==> src/rtl/iir2_pkg.sv <==
package iir2_pkg;

  typedef struct packed {
    logic hi;
    logic lo;
  } iir2_clip_t;

  // Arithmetic right shift: division by 2^sh rounded toward minus infinity.
  function automatic logic signed [63:0] iir2_realign(input logic signed [63:0] v,
                                                      input int unsigned sh);
    return v >>> sh;
  endfunction

  // Largest value representable in a signed w-bit word.
  function automatic logic signed [63:0] iir2_top(input int unsigned w);
    return (64'sd1 <<< (w - 1)) - 64'sd1;
  endfunction

  // Clamp to the signed w-bit range.
  function automatic logic signed [63:0] iir2_clamp(input logic signed [63:0] v,
                                                    input int unsigned w);
    logic signed [63:0] hi;
    logic signed [63:0] lo;
    hi = iir2_top(w);
    lo = -hi - 64'sd1;
    if (v > hi) return hi;
    if (v < lo) return lo;
    return v;
  endfunction

  function automatic iir2_clip_t iir2_clip_flags(input logic signed [63:0] v,
                                                 input int unsigned w);
    iir2_clip_t f;
    f.hi = (v > iir2_top(w));
    f.lo = (v < (-iir2_top(w) - 64'sd1));
    return f;
  endfunction

endpackage

==> src/rtl/iir2_prod_bank.sv <==
module iir2_prod_bank #(
  parameter int unsigned NT  = 3,
  parameter int unsigned DW  = 16,
  parameter int unsigned CW  = 16,
  parameter int unsigned OW  = 35,
  parameter bit          NEG = 1'b0,
  parameter logic [NT*CW-1:0] COEFS = '0
) (
  input  logic signed [DW-1:0]    din,
  output logic        [NT*OW-1:0] prod
);
  localparam int unsigned PW = DW + CW;

  for (genvar k = 0; k < NT; k++) begin : g_tap
    logic signed [PW-1:0] ce;
    logic signed [PW-1:0] xe;
    logic signed [PW-1:0] pr;
    logic signed [OW-1:0] pw;
    assign ce = PW'($signed(COEFS[k*CW +: CW]));
    assign xe = PW'(din);
    assign pr = ce * xe;
    assign pw = OW'(pr);
    if (NEG) begin : g_neg
      assign prod[k*OW +: OW] = -pw;
    end else begin : g_pos
      assign prod[k*OW +: OW] = pw;
    end
  end
endmodule

==> src/rtl/iir2_state_regs.sv <==
module iir2_state_regs #(
  parameter int unsigned ACW = 35
) (
  input  logic                  clk,
  input  logic                  rst,
  input  logic                  en,
  input  logic signed [ACW-1:0] s1_nx,
  input  logic signed [ACW-1:0] s2_nx,
  output logic signed [ACW-1:0] s1,
  output logic signed [ACW-1:0] s2
);
  always_ff @(posedge clk) begin
    if (rst) begin
      s1 <= '0;
      s2 <= '0;
    end else if (en) begin
      s1 <= s1_nx;
      s2 <= s2_nx;
    end
  end
endmodule

==> src/rtl/iir2_cutset_filter.sv <==
module iir2_cutset_filter
  import iir2_pkg::*;
#(
  parameter int unsigned DW = 16,
  parameter int unsigned CW = 16,
  parameter int unsigned CF = 14,
  parameter logic signed [CW-1:0] B0 = 16'sd2048,
  parameter logic signed [CW-1:0] B1 = 16'sd4096,
  parameter logic signed [CW-1:0] B2 = 16'sd2048,
  parameter logic signed [CW-1:0] A1 = -16'sd19661,
  parameter logic signed [CW-1:0] A2 = 16'sd8192
) (
  input  logic               clk,
  input  logic               rst,
  input  logic               in_valid,
  input  logic signed [DW-1:0] in_x,
  output logic               out_valid,
  output logic signed [DW-1:0] out_y
);
  localparam int unsigned PW  = DW + CW;
  localparam int unsigned ACW = PW + 3;

  // Feed-forward products b_k*x (k = 0..2) and negated feedback products -a_k*y.
  logic [3*ACW-1:0] ff_flat;
  logic [2*ACW-1:0] fb_flat;
  logic signed [ACW-1:0] ff0, ff1, ff2, fb1, fb2;
  logic signed [ACW-1:0] s1, s2, s1_nx, s2_nx;
  logic signed [ACW-1:0] y_acc;
  logic signed [63:0]    y_wide;
  logic signed [63:0]    y_scaled;
  logic signed [63:0]    y_clamped;
  logic signed [DW-1:0]  y_now;
  iir2_clip_t            clip;
  logic                  sat_hi, sat_lo;
  logic                  step_en;

  iir2_prod_bank #(
    .NT(3), .DW(DW), .CW(CW), .OW(ACW), .NEG(1'b0),
    .COEFS({B2, B1, B0})
  ) ff_bank_i (
    .din (in_x),
    .prod(ff_flat)
  );

  iir2_prod_bank #(
    .NT(2), .DW(DW), .CW(CW), .OW(ACW), .NEG(1'b1),
    .COEFS({A2, A1})
  ) fb_bank_i (
    .din (y_now),
    .prod(fb_flat)
  );

  assign ff0 = ff_flat[0*ACW +: ACW];
  assign ff1 = ff_flat[1*ACW +: ACW];
  assign ff2 = ff_flat[2*ACW +: ACW];
  assign fb1 = fb_flat[0*ACW +: ACW];
  assign fb2 = fb_flat[1*ACW +: ACW];

  // First multiply-add stage: output sum from the leading state word.
  assign y_acc     = ff0 + s1;
  assign y_wide    = 64'(y_acc);
  assign y_scaled  = iir2_realign(y_wide, CF);
  assign y_clamped = iir2_clamp(y_scaled, DW);
  assign clip      = iir2_clip_flags(y_scaled, DW);
  assign sat_hi    = clip.hi;
  assign sat_lo    = clip.lo;
  assign y_now     = y_clamped[DW-1:0];

  // Second multiply-add stage: state words for the next accepted sample.
  assign s1_nx   = ff1 + fb1 + s2;
  assign s2_nx   = ff2 + fb2;
  assign step_en = in_valid;

  iir2_state_regs #(.ACW(ACW)) state_i (
    .clk  (clk),
    .rst  (rst),
    .en   (step_en),
    .s1_nx(s1_nx),
    .s2_nx(s2_nx),
    .s1   (s1),
    .s2   (s2)
  );

  always_ff @(posedge clk) begin
    if (rst) begin
      out_y     <= '0;
      out_valid <= 1'b0;
    end else begin
      out_valid <= in_valid;
      if (in_valid) out_y <= y_now;
    end
  end
endmodule

==> config.mk <==
export PLATFORM = sky130hd
export DESIGN_NAME = iir2_cutset_filter
export DESIGN_NICKNAME = d
export VERILOG_FILES = /design/src/rtl/iir2_pkg.sv /design/src/rtl/iir2_prod_bank.sv /design/src/rtl/iir2_state_regs.sv /design/src/rtl/iir2_cutset_filter.sv
export SDC_FILE = /design/constraint.sdc
export NUM_CORES = 1
export LEC_CHECK = 0
export BUFFER_PORTS_ARGS = -buffer_cell sky130_fd_sc_hd__buf_4
export CAP_MARGIN = 10
export CORE_MARGIN = 2
export CORE_UTILIZATION = 50
export DETAILED_ROUTE_END_ITERATION = 10
export GPL_TIMING_DRIVEN = 0
export HOLD_SLACK_MARGIN = 0.08
export PLACE_DENSITY_LB_ADDON = 0.15
export RECOVER_POWER = 100
export SYNTH_ARGS = -nofsm -noshare
export SYNTH_HDL_FRONTEND = slang
export SYNTH_HIERARCHICAL = 1
export SYNTH_SLANG_ARGS = --single-unit
==> constraint.sdc <==
create_clock -name clk -period 14 [get_ports clk]
set_clock_uncertainty 0.05 [all_clocks]
set_input_delay 0.7 -clock clk [delete_from_list [all_inputs] [get_ports clk]]
set_output_delay 0.7 -clock clk [all_outputs]
set_load 0.02 [all_outputs]
==> impl_metrics.json, run 1 <==
{
  "arrival_ns": 13.55,
  "core_um2": 33400,
  "io_buffers": 19,
  "fin_nets": 2434,
  "slew_headroom_pct": 8.66,
  "ys_async_sr_fraction_pct": 0,
  "drv_cap": 0,
  "synth-edff-count": 0,
  "cts_sinks": 87,
  "grt-ovfl-total": 0,
  "post_cts_buffers": 0,
  "grt_pass1_vias": 12900,
  "grt-busiest-layer": "met2",
  "dp.cells": 2455,
  "start_util_pct": 50.5,
  "cts_resized": 0,
  "holdWs_ns": 0.432,
  "slowest_delay_ns": 0.81,
  "worstPathMaxFanout": 11,
  "wl_mm": 40.6,
  "drive_above_1_share_pct": 9.09,
  "yosys.cell_types.count": 86,
  "worst_slew_pin_slew_ns": 1.36,
  "h-tree-depth": 3,
  "grt_pass1_wl_mm": 66.7,
  "netlist_area_um2": 16800,
  "dieHeight_um": 187,
  "synth_ff_type": "dfxtp_1",
  "final_area_um2": 17900,
  "syn_area_per_cell_um2": 8.69,
  "fin_crit_sh_pct": 95.1,
  "crit_slowest_cell": "fa_1",
  "drv_slew": 0,
  "place.gp.congestion": 0.961,
  "synth_warnings": 6,
  "status": "completed",
  "cp_common_cell": "fa_1",
  "tns_ns": 0,
  "die_x_um": 187,
  "rows": 67,
  "grt_max_degree": 27,
  "clockBufferDepth": 2,
  "numCtsBuffers": 9,
  "area_growth_pct": 6.25,
  "postSynthCellCount": 1937,
  "dpl_cell_area_um2": 17800,
  "max_freq_mhz": 75.1,
  "period_needed_ns": 13.32,
  "vias_per_cell": 5.23,
  "hold_violations": 0,
  "yosysSeqAreaShare_pct": 10.3,
  "end_kind": "flop",
  "finalSetupViolations": 0,
  "rsz0062_at_grt": "false",
  "first_pass_iters": 5,
  "io_pins": 36,
  "routedWlPerCell_um": 16.4,
  "antennaDiodeCount": 0,
  "clkTransAtPathRegs_ns": 0.07,
  "vias": 12900,
  "grt_use_met1_pct": 33.2,
  "critical_path_class": "input pin to flop",
  "cts-root-buf": "clkbuf_16",
  "drc": 0,
  "grt_usage_pct": 23.7,
  "grt.met3_usage_pct": 1.86,
  "cp-start-kind": "input pin",
  "grt.met2_usage_pct": 40.3,
  "instances_no_fill": 2472,
  "ys_seq_elements": 87,
  "final_antenna_net_count": 0,
  "die_area_um2": 35200,
  "hp-class": "flop to flop",
  "clk-insertion-delay-late_ns": 0.35,
  "dp_hpwl_mm": 35.4,
  "drt_iter0_drc": 694,
  "postCtsHoldBufs": 0,
  "crit_required_ns": 14.23,
  "cts_tree": "done",
  "antenna_found_initial": 0
}
[worst paths after layout]
| path | slack, ns | cells after the start | start | endpoint |
|---|---|---|---|---|
| worst max-delay path | 0.68 | 37 | in_x[8] | state_i/s1[34]$_SDFFE_PP0P_ |
| worst min-delay path | 0.43 | 2 | out_y[15]$_SDFFE_PP0P_ | out_y[15]$_SDFFE_PP0P_ |
| worst max register to register | 0.83 | 36 | state_i/s1[19]$_SDFFE_PP0P_ | state_i/s1[34]$_SDFFE_PP0P_ |
| worst min register to register | 0.43 | 2 | out_y[15]$_SDFFE_PP0P_ | out_y[15]$_SDFFE_PP0P_ |
[sequential cells by signal (all words and copies together) (netlist names)]
| register | cells |
|---|---|
| state_i/s1 | 35 |
| state_i/s2 | 35 |
| out_y | 16 |
| out_valid | 1 |
[synth_stat cells (13+ instances only)]
cell	number	area (um^2)
nand3_1	29	145
o21a_1	21	158
ha_1	217	2720
inv_1	293	1100
dfxtp_1	87	1740
nand2_1	62	233
nor3_1	26	130
a21oi_1	118	591
a211oi_1	13	97.6
mux2i_1	71	711
a21o_1	49	368
o21ai_0	73	365
xor2_1	43	377
buf_4	120	901
xnor2_1	105	920
clkbuf_1	28	105
and3_1	28	175
fa_1	179	3580
nor2_1	151	567
[area by class of cell]
cell class	count	area, um^2
well taps	448	561
inverters	293	1100
repair buffers	26	121
multi-input cells	1439	13000
clock inverters	6	46.3
plain buffers	163	1120
fillers	3265	15500
clock buffers	10	229
flip-flops and latches	87	1740
[critical path, delay by kind of cell]
family,cells,cell delay (ns)
AO/OA/AOI/OAI,11,3.10
XOR/XNOR,5,2.11
adder cells (fa/ha/maj),9,4.48
buffers and inverters,5,1.40
multiplexers,1,0.11
AND/OR/NAND/NOR,6,1.62
[logic make-up after synthesis]
family	synth area share [%]
compound gates	15.7
xor+xnor	7.70
other cells	0.0446
fa+ha+maj	37.4
mux	4.22
simple gates	11.2
buf+inv	13.4
flops	10.3
[metal layers]
metal | wire length, um | vias to the layer above
met2 | 18700 | 191
li1 | - | 6500
met4 | 664 | 0
met1 | 19800 | 6209
met3 | 1460 | 29
met5 | 0 | -
[stage by stage]
step	util, %	worst slack, ns
6_report	53.6	0.683
2_1_floorplan	-	2.84
3_3_place_gp	53.1	0.0785
3_5_place_dp	53.2	0.363
5_1_grt	53.6	0.101
4_1_cts	54.0	0.687
[cell usage in the layout (no fill, tap or decap), types with 8 or more instances in the layout]
cell type,instances
inv_1,293
ha_1,217
fa_1,179
nor2_1,151
buf_4,122
a21oi_1,118
xnor2_1,104
dfxtp_1,87
mux2i_1,71
o21ai_0,68
nand2_1,62
clkbuf_1,53
a21o_1,49
conb_1,47
xor2_1,43
nor3_1,30
nand3_1,29
and3_1,28
o21a_1,21
a211oi_1,13
nor2b_1,12
nand2b_1,12
a31oi_1,11
o211ai_1,10
o21bai_1,10
nand4_1,9
clkbuf_16,9
o21ai_1,8
Power of run 1 is not shown: default switching activity piles up to over one toggle a cycle in this logic, so the estimate is an artifact.
==> run 2, diff against run 1 <==
SYNTH_HIERARCHICAL = unset   (was 1)
==> run 2 against run 1 <==
- critical path depth up 1
- routed wire length fell by 17%
- die area shrank 25%
- synthesized cell count is 26% lower
- via count is 23% lower
- sequential share of layout area down 0.061 points
- critical path type unchanged
==> impl_metrics.json, run 2 <==
{
  "status": "completed",
  "routedWlPerCell_um": 18.7,
  "netlist_area_um2": 12600,
  "crit_required_ns": 14.14,
  "drt_iter0_drc": 647,
  "arrival_ns": 12.50,
  "synth-edff-count": 0,
  "rows": 57,
  "wl_met1_mm": 15.1,
  "syn_area_per_cell_um2": 8.79,
  "timing.rr.end": "state_i.s1[34]$_SDFFE_PP0P_",
  "finalSetupViolations": 0,
  "worst_slew_pin_slew_ns": 1.07,
  "end_kind": "flop",
  "drv_slew": 0,
  "hold_start": "state_i.s2[21]$_SDFFE_PP0P_",
  "grt_max_degree": 21,
  "fin_nets": 1836,
  "hold_violations": 0,
  "slowest_delay_ns": 0.78,
  "clk-insertion-delay-late_ns": 0.34,
  "regToRegSetupSlack_ns": 1.93,
  "clkTransAtPathRegs_ns": 0.06,
  "postCtsHoldBufs": 0,
  "grt_pass1_wl_mm": 54.0,
  "netlist.area_leader.share_pct": 28.9,
  "holdWs_ns": 0.417,
  "final.setup.worst_slack_ns": 1.64,
  "ys_top_cells_by_area": "fa_1 29%, ha_1 16%, dfxtp_1 10%",
  "drc": 0,
  "slew_headroom_pct": 29.0,
  "grt-ovfl-total": 0,
  "drv_cap": 0,
  "cts_resized": 0,
  "vias_per_cell": 5.49,
  "antennaDiodeCount": 0,
  "dp_hpwl_mm": 29.1,
  "path_buf_inv": 11,
  "vias": 9903,
  "r2r_start": "state_i.s1[16]$_SDFFE_PP0P_",
  "io_buffers": 33,
  "fin_crit_sh_pct": 88.3,
  "cts-root-buf": "clkbuf_16",
  "largestRegisters": "state_i.s1: 25 flops, state_i.s2: 24 flops, out_y: 15 flops",
  "die_area_um2": 26400,
  "place.gp.congestion": 0.937,
  "met3_length_mm": 2.01,
  "final_util_pct": 55.0,
  "max_freq_mhz": 80.9,
  "numCtsBuffers": 9,
  "dieHeight_um": 162,
  "die_x_um": 162,
  "yosys-top-cells-count": "338 x inv_1, 181 x fa_1, 161 x ha_1, 109 x nor2_1, 82 x a21oi_1",
  "largest_register_ffs": 25,
  "cts_tree": "done",
  "yosysMostFrequentCell": "inv_1",
  "final_antenna_net_count": 0,
  "cpLargestDelayFamily": "compound AO/OA/AOI/OAI gates",
  "yosysSeqAreaShare_pct": 10.4,
  "cp-start-kind": "input pin",
  "clockBufferDepth": 2,
  "post_cts_buffers": 0,
  "holdPathEnd": "state_i.s2[21]$_SDFFE_PP0P_",
  "final_cell_mix": "338 x inv_1, 181 x fa_1, 161 x ha_1",
  "wl_met2_mm": 15.2,
  "core_um2": 24500,
  "synth_nets": 1789,
  "cts_sinks": 65,
  "nFillCells": 2369,
  "layout_commonest_cell": "inv_1",
  "yosys.cell_types.count": 84,
  "first_pass_iters": 5,
  "area_growth_pct": 7.12,
  "worstPathMaxFanout": 20,
  "synth.largest_area_cell": "fa_1",
  "drive_above_1_share_pct": 5.41,
  "start_util_pct": 51.3,
  "period_needed_ns": 12.36,
  "hp-class": "flop to flop",
  "critical_path_class": "input pin to flop",
  "grt_usage_pct": 27.0,
  "synth_warnings": 0,
  "synth_ff_type": "dfxtp_1",
  "tns_ns": 0,
  "multi_input_area_um2": 9740,
  "ys_async_sr_fraction_pct": 0,
  "h-tree-depth": 3,
  "regMostFlops": "state_i.s1",
  "rsz0062_at_grt": "false",
  "place_ws_ns": 2.23,
  "reg2reg_depth": 37,
  "postSynthCellCount": 1428,
  "io_pins": 36,
  "routed.top_layer": "met4",
  "wl_mm": 33.7,
  "min_path_cells": 2,
  "antenna_found_initial": 0,
  "ys_seq_elements": 65,
  "grt_pass1_vias": 9967,
  "crit_slowest_cell": "clkbuf_1",
  "ff_latch_area_um2": 1300
}
run 2: changes by cell type after synthesis, sizes merged, moves of 35 or more:
cell / delta
xnor2: -46
inv: +45
buf: -114
ha: -56
mux2i: -45
a21oi: -35
o21ai: -38
nor2: -42
run 2: routing by layer:
layer  track usage [%]  vias to the layer above
li1                  -                     4726
met1              37.5                     4852
met2              43.0                      264
met3              4.46                       61
met4              9.53                        0
met5                 0                        -
run 2: worst max path at each step:
stage / from / to / slack (ns) / cells after the start
6_report: in_x[5] / state_i.s1[34]$_SDFFE_PP0P_ / 1.64 / 38
5_1_grt: in_x[5] / state_i.s1[34]$_SDFFE_PP0P_ / 0.87 / 38
4_1_cts: in_x[15] / state_i.s1[34]$_SDFFE_PP0P_ / 2.55 / 37
3_5_place_dp: in_x[15] / state_i.s1[34]$_SDFFE_PP0P_ / 2.23 / 37
3_3_place_gp: in_x[13] / state_i.s1[34]$_SDFFE_PP0P_ / -0.50 / 37
2_1_floorplan: in_x[11] / state_i.s1[34]$_SDFFE_PP0P_ / 2.91 / 36
run 2: worst reg2reg max path, delay by kind of cell, from the launching register on:
| family | cells | cell delay [ns] |
|---|---|---|
| AOI/OAI and AO/OA | 15 | 4.69 |
| xor gates and xnor gates | 1 | 0.34 |
| adders and majority gates | 8 | 3.64 |
| buffers and inverters | 10 | 2.26 |
| DFF | 1 | 0.31 |
| and+or+nand+nor | 3 | 0.64 |
run 2: through the flow:
step	std cells	instance area, um^2
floorplan	1428	12600
global placement	1785	13200
detailed placement	1788	13300
CTS	1804	13600
global route	1804	13400
finish	1804	13400
run 2: layout make-up:
cell class	count	share of cell area, %
clock inverter	6	0.493
multi-input combinational	979	72.4
sequential	65	9.68
tap	324	3.01
buffer	45	1.51
inverter	339	9.46
clock buffer	10	1.78
timing repair buffer	36	1.66
run 2: logic make-up (layout without fill, tap and decap cells):
kind of cell / count (synthesis) / in the layout / synth area share (%)
xor gates and xnor gates: 81 / 81 / 5.65
AOI/OAI and AO/OA: 263 / 263 / 14.7
buffers and inverters: 384 / 436 / 11.8
muxes: 26 / 26 / 2.07
DFF: 65 / 65 / 10.4
adders and majority gates: 347 / 347 / 45.3
and+or+nand+nor: 262 / 262 / 10.1
Power of run 2 is left out for the same reason.
==> run 3, diff against run 2 <==
==> constraint.sdc (replaced) <==
create_clock -name clk -period 14 [get_ports clk]
set_clock_uncertainty 0.05 [all_clocks]
set_input_delay 2.8 -clock clk [delete_from_list [all_inputs] [get_ports clk]]
set_output_delay 2.8 -clock clk [all_outputs]
set_load 0.02 [all_outputs]
==> run 3 against run 2 <==
- die area stayed put
- register-to-register slack improved by 1.1 ns
- critical path depth shrank 1
- final area is 0.47% higher
- hold slack barely moved
- final cell count is 0.17% higher
- routed wire length about the same
- global-route usage unchanged
- maximum frequency shrank 7.2%
- via count rose by 0.20%
- utilization is 0.26 points higher
- critical endpoint unchanged
==> impl_metrics.json, run 3 (synthesis gave the netlist of run 2 again) <==
{
  "status": "completed",
  "final_antenna_net_count": 0,
  "vias": 9923,
  "rsz0062_at_grt": "false",
  "routedWlPerCell_um": 18.6,
  "wl_met1_mm": 15.2,
  "critical_path_class": "input pin to flop",
  "cts_sinks": 65,
  "dp.cells": 1788,
  "fin_nets": 1839,
  "die_area_um2": 26400,
  "core_um2": 24500,
  "crit_slowest_cell": "a21oi_1",
  "met3_length_mm": 1.96,
  "rows": 57,
  "clockBufferDepth": 2,
  "min_path_cells": 2,
  "cpLargestDelayFamily": "compound AO/OA/AOI/OAI gates",
  "wl_met2_mm": 15.2,
  "grt_usage_pct": 27.0,
  "worstPathMaxFanout": 12,
  "cts-root-buf": "clkbuf_16",
  "numCtsBuffers": 9,
  "final_area_um2": 13500,
  "layout_commonest_cell": "inv_1",
  "drv_cap": 0,
  "cts_tree": "done",
  "hp-class": "flop to flop",
  "final_cell_mix": "337 x inv_1, 181 x fa_1, 161 x ha_1",
  "regMostFlops": "state_i.s1",
  "io_buffers": 33,
  "grt-ovfl-total": 0,
  "place.gp.congestion": 0.937,
  "routed.top_layer": "met4",
  "antennaDiodeCount": 0,
  "clkTransAtPathRegs_ns": 0.06,
  "drv_slew": 0,
  "vias_per_cell": 5.49,
  "slowest_delay_ns": 0.80,
  "worst_slew_pin_slew_ns": 1.10,
  "hold_violations": 0,
  "dieHeight_um": 162,
  "area_growth_pct": 7.61,
  "instances_no_fill": 1807,
  "final_util_pct": 55.2,
  "die_x_um": 162,
  "largestRegisters": "state_i.s1: 25 flops, state_i.s2: 24 flops, out_y: 15 flops",
  "path_buf_inv": 8,
  "max_freq_mhz": 75.1,
  "grt_pass1_vias": 9967,
  "first_pass_iters": 5,
  "grt_max_degree": 21,
  "crit_required_ns": 14.14,
  "slew_headroom_pct": 26.7,
  "end_kind": "flop",
  "drt_iter0_drc": 720,
  "finalSetupViolations": 0,
  "io_pins": 36,
  "fin_crit_sh_pct": 95.1,
  "antenna_found_initial": 0,
  "period_needed_ns": 13.31,
  "cp_num_cells": 37,
  "start_util_pct": 51.3,
  "drc": 0,
  "h-tree-depth": 3,
  "wl_mm": 33.7,
  "dp_hpwl_mm": 29.1,
  "dpl_cell_area_um2": 13300,
  "cp-start-kind": "input pin",
  "clk-insertion-delay-late_ns": 0.34,
  "largest_register_ffs": 25,
  "drive_above_1_share_pct": 6.07,
  "reg2reg_depth": 36,
  "cp_common_cell": "o21ai_0",
  "arrival_ns": 13.46,
  "grt_pass1_wl_mm": 54.0
}
run 3: changes by cell type in the layout (fill, tap and decap cells not counted), moves of 2 or more:
cell / change
buf_4: +4
buf_2: +2
a21oi_4: +2
a21oi_1: -2
clkbuf_1: -3
run 3: metal layers:
| layer | up-vias | global-route usage [%] |
|---|---|---|
| met5 | - | 0 |
| met4 | 0 | 9.53 |
| met3 | 61 | 4.46 |
| met2 | 276 | 43.0 |
| met1 | 4859 | 37.5 |
| li1 | 4727 | - |
run 3: tightest hold or removal path: cells and delay by family (launching register included):
family / cells / cell delay (ns)
DFF: 1 / 0.31
and+or+nand+nor: 1 / 0.06
AOI/OAI and AO/OA: 1 / 0.05
run 3: cell type report:
type / instances / area, um^2
clock buffer: 10 / 239
sequential: 65 / 1300
tap: 324 / 405
inverter: 339 / 1280
buffer: 45 / 209
fill: 2367 / 11000
timing repair buffer: 39 / 245
multi-input combinational: 979 / 9770
clock inverter: 6 / 66.3
run 3: path summary, 6_finish.rpt:
path	startpoint	endpoint	slack, ns
min	state_i.s2[21]$_SDFFE_PP0P_	state_i.s2[21]$_SDFFE_PP0P_	0.42
max reg2reg	state_i.s1[25]$_SDFFE_PP0P_	state_i.s1[34]$_SDFFE_PP0P_	2.98
max	in_x[5]	state_i.s1[34]$_SDFFE_PP0P_	0.69
min reg2reg	state_i.s2[21]$_SDFFE_PP0P_	state_i.s2[21]$_SDFFE_PP0P_	0.42
run 3: metrics by stage:
stage                     setup TNS [ns]  setup WS [ns]  hold slack (ns)
final                                  0          0.686            0.417
after global routing                   0         0.0441            0.440
after CTS                              0          0.451            0.418
after detailed placement               0          0.135            0.409
after global placement            -27.76          -2.60            0.407
after floorplan                        0          0.814            0.390
run 3: repair_timing:
action / in CTS / in global routing
endpoints found under the hold margin: 0 / 0
setup endpoints to repair: 0 / 3
hold buffers: 0 / 0
resized for setup: 0 / 4
buffers inserted: 0 / 3
Power of run 3 is left out for the same reason.
